$ cat src/rtl/xlat_pkg.sv
package xlat_pkg;
    localparam int XW        = 32;
    localparam int OFF_W     = 12;
    localparam int IDX_W     = 10;
    localparam int ENT_LG    = 2;
    localparam int FRM_W     = XW - OFF_W;
    localparam int BIG_OFF_W = IDX_W + OFF_W;
    localparam int BIG_FRM_W = XW - BIG_OFF_W;
    localparam int PRESENT_BIT = 0;
    localparam int PSIZE_BIT   = 7;

    typedef enum logic [1:0] {
        FLT_NONE   = 2'd0,
        FLT_NOBASE = 2'd1,
        FLT_DIR    = 2'd2,
        FLT_TBL    = 2'd3
    } fault_e;

    typedef enum logic [2:0] {
        W_IDLE, W_DIR_REQ, W_DIR_WAIT, W_TBL_REQ, W_TBL_WAIT, W_DONE
    } walk_e;
endpackage

$ cat src/rtl/xlat_base_reg.sv
module xlat_base_reg
    import xlat_pkg::*;
(
    input  logic             clk,
    input  logic             rst_n,
    input  logic             wr_en,
    input  logic [FRM_W-1:0] wr_frm,
    output logic [FRM_W-1:0] base_frm,
    output logic             loaded
);
    typedef struct packed {
        logic [FRM_W-1:0] frm;
        logic             ld;
    } base_t;

    base_t q, d;

    always_comb begin
        d = q;
        if (wr_en) begin
            d.frm = wr_frm;
            d.ld  = 1'b1;
        end
    end

    always_ff @(posedge clk) begin
        if (!rst_n) q <= '0;
        else        q <= d;
    end

    assign base_frm = q.frm;
    assign loaded   = q.ld;

    AST_LOADED_STICKY: assert property (@(posedge clk) disable iff (!rst_n)
        loaded |=> loaded);
endmodule

$ cat src/rtl/xlat_entry_addr.sv
module xlat_entry_addr
    import xlat_pkg::*;
(
    input  logic             sel_tbl,
    input  logic [FRM_W-1:0] dir_frm,
    input  logic [FRM_W-1:0] tbl_frm,
    input  logic [IDX_W-1:0] dir_idx,
    input  logic [IDX_W-1:0] tbl_idx,
    output logic [XW-1:0]    addr
);
    logic [FRM_W-1:0] frm;
    logic [IDX_W-1:0] idx;

    always_comb begin
        frm  = sel_tbl ? tbl_frm : dir_frm;
        idx  = sel_tbl ? tbl_idx : dir_idx;
        addr = {frm, {OFF_W{1'b0}}} + (XW'(idx) << ENT_LG);
    end
endmodule

$ cat src/rtl/xlat_walk_fsm.sv
module xlat_walk_fsm
    import xlat_pkg::*;
(
    input  logic             clk,
    input  logic             rst_n,
    input  logic             req_valid,
    output logic             req_ready,
    input  logic [XW-1:0]    req_laddr,
    input  logic [FRM_W-1:0] base_frm,
    input  logic             base_loaded,
    output logic             mem_req_valid,
    input  logic             mem_req_ready,
    output logic             rd_tbl_lvl,
    output logic [FRM_W-1:0] dir_frm,
    output logic [FRM_W-1:0] tbl_frm,
    output logic [XW-1:0]    cur_laddr,
    input  logic             mem_rsp_valid,
    input  logic [XW-1:0]    mem_rsp_data,
    output logic             res_valid,
    input  logic             res_ready,
    output logic [XW-1:0]    res_paddr,
    output logic [1:0]       res_fault
);
    typedef struct packed {
        walk_e            st;
        logic [XW-1:0]    la;
        logic [FRM_W-1:0] dfrm;
        logic [FRM_W-1:0] tfrm;
        logic [XW-1:0]    pa;
        fault_e           flt;
    } wstate_t;

    wstate_t q, d;

    logic ent_present, ent_big;
    logic unused_ent_bits;

    assign ent_present     = mem_rsp_data[PRESENT_BIT];
    assign ent_big         = mem_rsp_data[PSIZE_BIT];
    assign unused_ent_bits = ^{mem_rsp_data[OFF_W-1:PSIZE_BIT+1],
                               mem_rsp_data[PSIZE_BIT-1:PRESENT_BIT+1]};

    always_comb begin
        d = q;
        unique case (q.st)
            W_IDLE: begin
                if (req_valid) begin
                    d.la   = req_laddr;
                    d.dfrm = base_frm;
                    d.pa   = '0;
                    if (!base_loaded) begin
                        d.flt = FLT_NOBASE;
                        d.st  = W_DONE;
                    end else begin
                        d.flt = FLT_NONE;
                        d.st  = W_DIR_REQ;
                    end
                end
            end
            W_DIR_REQ: begin
                if (mem_req_ready) d.st = W_DIR_WAIT;
            end
            W_DIR_WAIT: begin
                if (mem_rsp_valid) begin
                    if (!ent_present) begin
                        d.flt = FLT_DIR;
                        d.st  = W_DONE;
                    end else if (ent_big) begin
                        d.pa = {mem_rsp_data[XW-1 -: BIG_FRM_W], q.la[BIG_OFF_W-1:0]};
                        d.st = W_DONE;
                    end else begin
                        d.tfrm = mem_rsp_data[XW-1 -: FRM_W];
                        d.st   = W_TBL_REQ;
                    end
                end
            end
            W_TBL_REQ: begin
                if (mem_req_ready) d.st = W_TBL_WAIT;
            end
            W_TBL_WAIT: begin
                if (mem_rsp_valid) begin
                    if (!ent_present) begin
                        d.flt = FLT_TBL;
                    end else begin
                        d.pa = {mem_rsp_data[XW-1 -: FRM_W], q.la[OFF_W-1:0]};
                    end
                    d.st = W_DONE;
                end
            end
            W_DONE: begin
                if (res_ready) d.st = W_IDLE;
            end
            default: d.st = W_IDLE;
        endcase
    end

    always_ff @(posedge clk) begin
        if (!rst_n) q <= '0;
        else        q <= d;
    end

    assign req_ready     = (q.st == W_IDLE);
    assign mem_req_valid = (q.st == W_DIR_REQ) || (q.st == W_TBL_REQ);
    assign rd_tbl_lvl    = (q.st == W_TBL_REQ);
    assign dir_frm       = q.dfrm;
    assign tbl_frm       = q.tfrm;
    assign cur_laddr     = q.la;
    assign res_valid     = (q.st == W_DONE);
    assign res_paddr     = q.pa;
    assign res_fault     = q.flt;

    AST_READY_WHILE_RESULT: assert property (@(posedge clk) disable iff (!rst_n)
        res_valid |-> !req_ready);

    AST_RESULT_HOLD: assert property (@(posedge clk) disable iff (!rst_n)
        (res_valid && !res_ready) |=>
            (res_valid && $stable(res_paddr) && $stable(res_fault) && $stable(cur_laddr)));

    AST_NOBASE_FAULT: assert property (@(posedge clk) disable iff (!rst_n)
        (req_valid && req_ready && !base_loaded) |=>
            (res_valid && res_fault == FLT_NOBASE && res_paddr == '0));

    AST_BIG_SKIPS_TABLE: assert property (@(posedge clk) disable iff (!rst_n)
        ((q.st == W_DIR_WAIT) && mem_rsp_valid && ent_present && ent_big) |=>
            (res_valid && res_fault == FLT_NONE));

    AST_DIR_ABSENT: assert property (@(posedge clk) disable iff (!rst_n)
        ((q.st == W_DIR_WAIT) && mem_rsp_valid && !ent_present) |=>
            (res_valid && res_fault == FLT_DIR));
endmodule

$ cat src/rtl/pt_walker.sv
module pt_walker
    import xlat_pkg::*;
(
    input  logic             clk,
    input  logic             rst_n,
    input  logic             base_wr_en,
    input  logic [FRM_W-1:0] base_wr_frm,
    input  logic             req_valid,
    output logic             req_ready,
    input  logic [XW-1:0]    req_laddr,
    output logic             mem_req_valid,
    input  logic             mem_req_ready,
    output logic [XW-1:0]    mem_req_addr,
    input  logic             mem_rsp_valid,
    input  logic [XW-1:0]    mem_rsp_data,
    output logic             res_valid,
    input  logic             res_ready,
    output logic [XW-1:0]    res_paddr,
    output logic [XW-1:0]    res_laddr,
    output logic [1:0]       res_fault
);
    logic [FRM_W-1:0] base_frm, dir_frm, tbl_frm;
    logic             base_loaded, rd_tbl_lvl;
    logic [XW-1:0]    cur_laddr;

    xlat_base_reg u_base (
        .clk      (clk),
        .rst_n    (rst_n),
        .wr_en    (base_wr_en),
        .wr_frm   (base_wr_frm),
        .base_frm (base_frm),
        .loaded   (base_loaded)
    );

    xlat_walk_fsm u_fsm (
        .clk           (clk),
        .rst_n         (rst_n),
        .req_valid     (req_valid),
        .req_ready     (req_ready),
        .req_laddr     (req_laddr),
        .base_frm      (base_frm),
        .base_loaded   (base_loaded),
        .mem_req_valid (mem_req_valid),
        .mem_req_ready (mem_req_ready),
        .rd_tbl_lvl    (rd_tbl_lvl),
        .dir_frm       (dir_frm),
        .tbl_frm       (tbl_frm),
        .cur_laddr     (cur_laddr),
        .mem_rsp_valid (mem_rsp_valid),
        .mem_rsp_data  (mem_rsp_data),
        .res_valid     (res_valid),
        .res_ready     (res_ready),
        .res_paddr     (res_paddr),
        .res_fault     (res_fault)
    );

    xlat_entry_addr u_addr (
        .sel_tbl (rd_tbl_lvl),
        .dir_frm (dir_frm),
        .tbl_frm (tbl_frm),
        .dir_idx (cur_laddr[BIG_OFF_W +: IDX_W]),
        .tbl_idx (cur_laddr[OFF_W +: IDX_W]),
        .addr    (mem_req_addr)
    );

    assign res_laddr = cur_laddr;

    AST_READ_ALIGNED: assert property (@(posedge clk) disable iff (!rst_n)
        mem_req_valid |-> (mem_req_addr[ENT_LG-1:0] == '0));

    AST_MEM_REQ_HOLD: assert property (@(posedge clk) disable iff (!rst_n)
        (mem_req_valid && !mem_req_ready) |=> (mem_req_valid && $stable(mem_req_addr)));

    AST_BASE_FROZEN_IN_WALK: assert property (@(posedge clk) disable iff (!rst_n)
        (!req_ready && $past(!req_ready)) |-> $stable(dir_frm));
endmodule

$ cat config.mk
export PLATFORM = sky130hd
export DESIGN_NAME = pt_walker
export DESIGN_NICKNAME = d
export VERILOG_FILES = /design/src/rtl/xlat_pkg.sv /design/src/rtl/xlat_base_reg.sv /design/src/rtl/xlat_entry_addr.sv /design/src/rtl/xlat_walk_fsm.sv /design/src/rtl/pt_walker.sv
export SDC_FILE = /design/constraint.sdc
export NUM_CORES = 1
export LEC_CHECK = 0
export BUFFER_PORTS_ARGS = -buffer_cell sky130_fd_sc_hd__buf_2
export CAP_MARGIN = 20
export CORE_MARGIN = 3
export CORE_UTILIZATION = 55
export CTS_CLUSTER_SIZE = 30
export DETAILED_ROUTE_END_ITERATION = 10
export PLACE_DENSITY_LB_ADDON = 0.15
export SETUP_SLACK_MARGIN = 0.3
export SLEW_MARGIN = 20
export SYNTH_ARGS = -nofsm -noshare
export SYNTH_HDL_FRONTEND = slang
export SYNTH_HIERARCHICAL = 1
export SYNTH_SLANG_ARGS = --single-unit
$ cat constraint.sdc
create_clock -name clk -period 2.9 [get_ports clk]
set_clock_uncertainty 0.05 [all_clocks]
set_input_delay 0.145 -clock clk [delete_from_list [all_inputs] [get_ports clk]]
set_output_delay 0.145 -clock clk [all_outputs]
set_load 0.02 [all_outputs]
-- Word-level counts from Yosys, hierarchy flattened
Index checks and enable logic that the tools add are counted.
- register bits after elaboration: 130
- bits in latches: 0
- RAM bits: 0
- memory bits (read-only): 0
- input bits: 91
- output and inout bits: 101
- word-level logic and storage cells: 56
- memories kept: 0
- add/subtract/negate cells: 1
- multipliers: 0
- div/mod/pow operators: 0
- order comparisons: 0
- equal/unequal tests: 16
- shift-type cells: 0
- multiplexer cells: 22
- bitwise operators: 1
- reductions and logical operators: 8
- operators by type and width (operator ; number):
    34-bit two-way mux ; 3
    34-bit one-hot mux with 3 select lines ; 1
    32-bit two-way mux ; 3
    55-bit two-way mux ; 1
    32-bit by 12-bit adder with 32-bit output ; 1
    3-bit two-way mux ; 8
    20-bit two-way mux ; 1
    2-bit != test, second input constant ; 10
    3-bit one-hot mux with 6 select lines ; 1
    6-bit AND reduction ; 2
    10-bit two-way mux ; 1
    7-bit AND reduction ; 1
    3-bit by 2-bit == test with 1-bit output, second input constant ; 2
    3-bit == test, second input constant ; 2
    2-bit two-way mux ; 2
    4-bit AND reduction ; 1
    3-bit by 1-bit == test with 1-bit output, second input constant ; 1
    3-bit zero test ; 1
    3-bit nonzero test ; 1
    2-bit by 1-bit != test with 1-bit output, second input constant ; 1
    2-bit AND reduction ; 1
    1-bit logical OR ; 1
    1-bit two-way mux ; 1
    1-bit inverter ; 1

-- Logic depth before layout (Yosys ltp)
- depth after elaboration: 4
- depth in mapped cells: 7
- mapped depth without buffers: 4

-- By module
The synthesis kept the hierarchy.
- modules (own cells, without submodules) (module ; times used ; cells each ; area each (um^2) ; sequential area each (um^2)):
    xlat_walk_fsm ; 1 ; 624 ; 5076.1 ; 2182.1
    xlat_base_reg ; 1 ; 67 ; 812.0 ; 420.4
    xlat_entry_addr ; 1 ; 36 ; 503.0 ; 0.0

-- Worst setup path before layout
No wires, ideal clock.
- path type: reg-to-output
- start: reg u_fsm/q[108] in the netlist's numbering
- end: out mem_req_addr[10]
- arrival time: 1.557 ns
- required time: 2.705 ns
- slack: 1.148 ns
- cell stages (with the launch flop): 6
- path buffers: 3
- cells stage by stage: dfxtp_1 -> buf_6 -> buf_4 -> nor3_1 -> buf_6 -> mux2_4
- cells in the longest elaborated chain, start to end: 3
- RTL lines (item ; line ; RTL):
    start, declared ; xlat_walk_fsm.sv:33 ; wstate_t q, d;
    start signal, assigned ; xlat_walk_fsm.sv:98 ; if (!rst_n) q <= '0;
    start signal, assigned ; xlat_walk_fsm.sv:99 ; else q <= d;
    3-bit by 2-bit == test with 1-bit output ; xlat_walk_fsm.sv:104 ; assign rd_tbl_lvl = (q.st == W_TBL_REQ);
    via rd_tbl_lvl ; pt_walker.sv:23 ; logic base_loaded, rd_tbl_lvl;
    10-bit two-way mux ; xlat_entry_addr.sv:16 ; idx = sel_tbl ? tbl_idx : dir_idx;
    32-bit by 12-bit adder with 32-bit output ; xlat_entry_addr.sv:17 ; addr = {frm, {OFF_W{1'b0}}} + (XW'(idx) << ENT_LG);
    end, declared ; pt_walker.sv:13 ; output logic [XW-1:0] mem_req_addr,
The timed path passes the listed nets, and every way through them passes these cells.

-- Worst setup path in the final report
- start: reg u_fsm/q[106] in the netlist's numbering
- end: out mem_req_addr[23]
- cells in the longest elaborated chain, start to end: 3
- elaborated cells between the ends (all ways): 4
- classes of those cells: add/sub (1); eq/ne (1); mux (2)
- RTL lines (item ; line):
    3-bit by 2-bit == test with 1-bit output (*) ; xlat_walk_fsm.sv:104
    via rd_tbl_lvl ; pt_walker.sv:23
    20-bit two-way mux / 10-bit two-way mux (equally long branches) ; xlat_entry_addr.sv:15, xlat_entry_addr.sv:16
    32-bit by 12-bit adder with 32-bit output (*) ; xlat_entry_addr.sv:17
Mark *: on every way through the listed nets, which the timed path passes. The rest lies on a longest branch.

==> out/metrics.cfg <==
[outcome]
outcome=complete, no violations

[worst_setup_path]
cp-start-kind=flop
end_kind=output port
r2r-end=u_fsm/res_paddr[27]
slowest_delay_ns=0.49
cp.arrival_ns=2.18
r2r_slack_ns=0.60
r2r-start=u_fsm/q[107]
cp.buffers_inverters=3
r2r.worst_path.cells=5
required_ns=2.71
worstPathCellList=inv_2, nor3_2, buf_4, mux2_4, buf_2
cp_max_fo=20
path_class=reg -> out
cp_slowest_cell=dfxtp_2
path_delay_family=buffers and inverters

[clock_network]
post_cts_buffers=0
clk_path_buf_depth=2
cts_buffers=17
clkSlewWorstSetupHoldPaths_ns=0.05
cts.htree.levels=4
cts_tree=yes
cts.sinks=130
cts-root-buf=clkbuf_16
clock_latency_ns=0.41

[worst_hold_path]
min_from=mem_rsp_valid
hold_path_class=in -> reg
worstHoldPathCells=4
hold-path-endpoint=u_fsm/q[108]

[grt]
track_usage_pct=25.2
grt_antenna_before_repair=1
grt_pass1_wl_um=25800
grt_max_degree=43
first_global_vias=5160
grt_overflow=0

[yosys]
synth_top_flop_cell=dfxtp_1
netlist_area_um2=6390
synth_area_per_cell_um2=8.79
yosysWarnings=6
synth_edf_count=0
synth_seq_cells=130
synth.yosys.seq_area_share_pct=40.7
synthArstFlopShare_pct=0
yosysUniqueCellTypes=42
netlist_instances=727

[route]
dr.pass1.iters=5
drt.antenna.violating_nets=0
top_layer_used=met5
vias=5193
wl_met1_um=6770
vias_per_cell=5.17
drc=0
drtIter0Drc=355
wire_per_inst_um=16.1
met2_length_um=7820
met3_length_um=1180
wl_um=16200

[sta]
timing.fmax_mhz=422
hold_violations=0
tns_ns=0
rsz0062_at_grt=no
tightest_slew_ns=0.914
fin_crit_sh_pct=81.8
drv_slew=0
worst_slack_ns=0.528
finalCriticalPeriod_ns=2.37
finalSetupViolCount=0
slew_headroom_pct=39.1

[power_and_ir_drop]
total_power_w=0.00536
p_per_area_nw_per_um2=690
ir_drop_mv=0.462
p_leak_nw=3.48

[finish]
fin_area_um2=7760
final_cell_mix=191 x nand2_1, 179 x buf_2, 128 x dfxtp_1, 76 x a21oi_1, 72 x dlygate4sd3_1
area_growth_pct=21.4
layout.nets=944
drive_gt1_share_pct=30.3
fin_util_pct=70.1
layout_commonest_cell=nand2_1

[place]
dp_slack_ns=0.467
port_buffers=179
placed_area_um2=6470
post-dp-hpwl_um=10500
gp_congestion=0.835

[run]
drv_cap=0

[die]
core_area_um2=11100
design.die.area_um2=12900
start_util_pct=57.7
rows=38
die_h_um=114
pin_count=192
dieWidth_um=114

## worst max-delay path by stage
stage                       startpoint             endpoint  slack, ns  depth (start not counted)
final                     u_fsm/q[106]     mem_req_addr[23]       0.53                          5
after floorplan           u_fsm/q[108]     mem_req_addr[10]       1.15                          5
after global routing      u_fsm/q[106]     mem_req_addr[21]       0.38                          5
after CTS                 u_fsm/q[106]     mem_req_addr[29]       0.30                          5
after detailed placement  u_fsm/q[107]  u_fsm/res_paddr[23]       0.47                          5
after global placement    u_fsm/q[107]   u_fsm/res_paddr[3]       0.54                          5
## through the flow
stage / instances / hold WS (ns)
6_report: 1005 / 0.125
5_1_grt: 1004 / 0.175
4_1_cts: 1004 / 0.0990
3_5_place_dp: 902 / 0.343
3_3_place_gp: 902 / 0.336
2_1_floorplan: 728 / 0.223
## timing repair
action	4_1_cts	5_1_grt
setup endpoints to repair	8	30
gates resized for setup	1	1
hold buffers	72	0
endpoints found under the hold margin	82	0
## cell families (layout without fill, tap and decap cells)
logic type / count (synthesis) / after routing / share of synthesized area, %
DFF: 130 / 130 / 40.7
xor gates and xnor gates: 1 / 1 / 0.255
other: 1 / 3 / 0.0587
muxes: 75 / 75 / 14.2
and+or+nand+nor: 242 / 242 / 16.1
buffers and inverters: 166 / 302 / 18.3
AOI/OAI and AO/OA: 112 / 112 / 10.4
## Yosys cell counts (2+ instances only)
library cell  count  share of area (%)
nand2_1         191                 11
dfxtp_1         130                 41
buf_4           109                 13
a21oi_1          76                6.0
mux2i_1          44                6.9
mux2_4           31                7.3
clkbuf_1         22                1.3
nor2b_1          22                2.2
buf_2            16                1.3
nor4_1           11                1.1
a22oi_1          10                1.2
a31o_1           10                1.4
buf_6             8                1.4
inv_1             5               0.29
nor2_1            4               0.23
a211oi_1          3               0.35
nand2b_1          3               0.29
nor3_1            3               0.23
buf_12            2               0.63
buf_8             2               0.47
inv_2             2               0.12
o21ai_0           2               0.16
or3_1             2               0.20
## registers in the layout, summed over array words and instances, names as in the netlist
name,cells
u_fsm/cur_laddr,32
u_fsm/res_paddr,32
u_base/base_frm,20
u_fsm/dir_frm,20
u_fsm/tbl_frm,20
u_fsm/q,3
u_fsm/res_fault,2
u_base/loaded,1
## power by group
group	switching, W	leakage [nW]	internal [W]	total [W]
Sequential	0.000112	1.06	0.00192	0.00204
Combinational	0.000778	2.14	0.000516	0.00129
Clock	0.000713	0.280	0.00132	0.00203
## final cells by class
class / count / area (um2)
Timing Repair Buffer: 265 / 1750
Inverter: 7 / 26.3
Sequential cell: 130 / 2610
Clock buffer: 24 / 482
Tap cell: 140 / 175
Fill cell: 888 / 3320
Clock inverter: 6 / 80.1
Multi-Input combinational cell: 432 / 2640
Antenna cell: 1 / 2.50
## per-layer routing
layer  global-route usage, %  up-vias
met1                    31.4     2400
met3                    5.57       32
met5                       0        -
met4                    11.8        2
met2                    41.7      209
li1                        -     2550
## worst min-delay path: cells and delay by family
| family | cells | cell delay (ns) |
|---|---|---|
| buffers and inverters | 1 | 0.16 |
| AO/OA/AOI/OAI | 2 | 0.15 |
| AND/OR/NAND/NOR | 1 | 0.07 |
(Power assumes the default switching activity.)
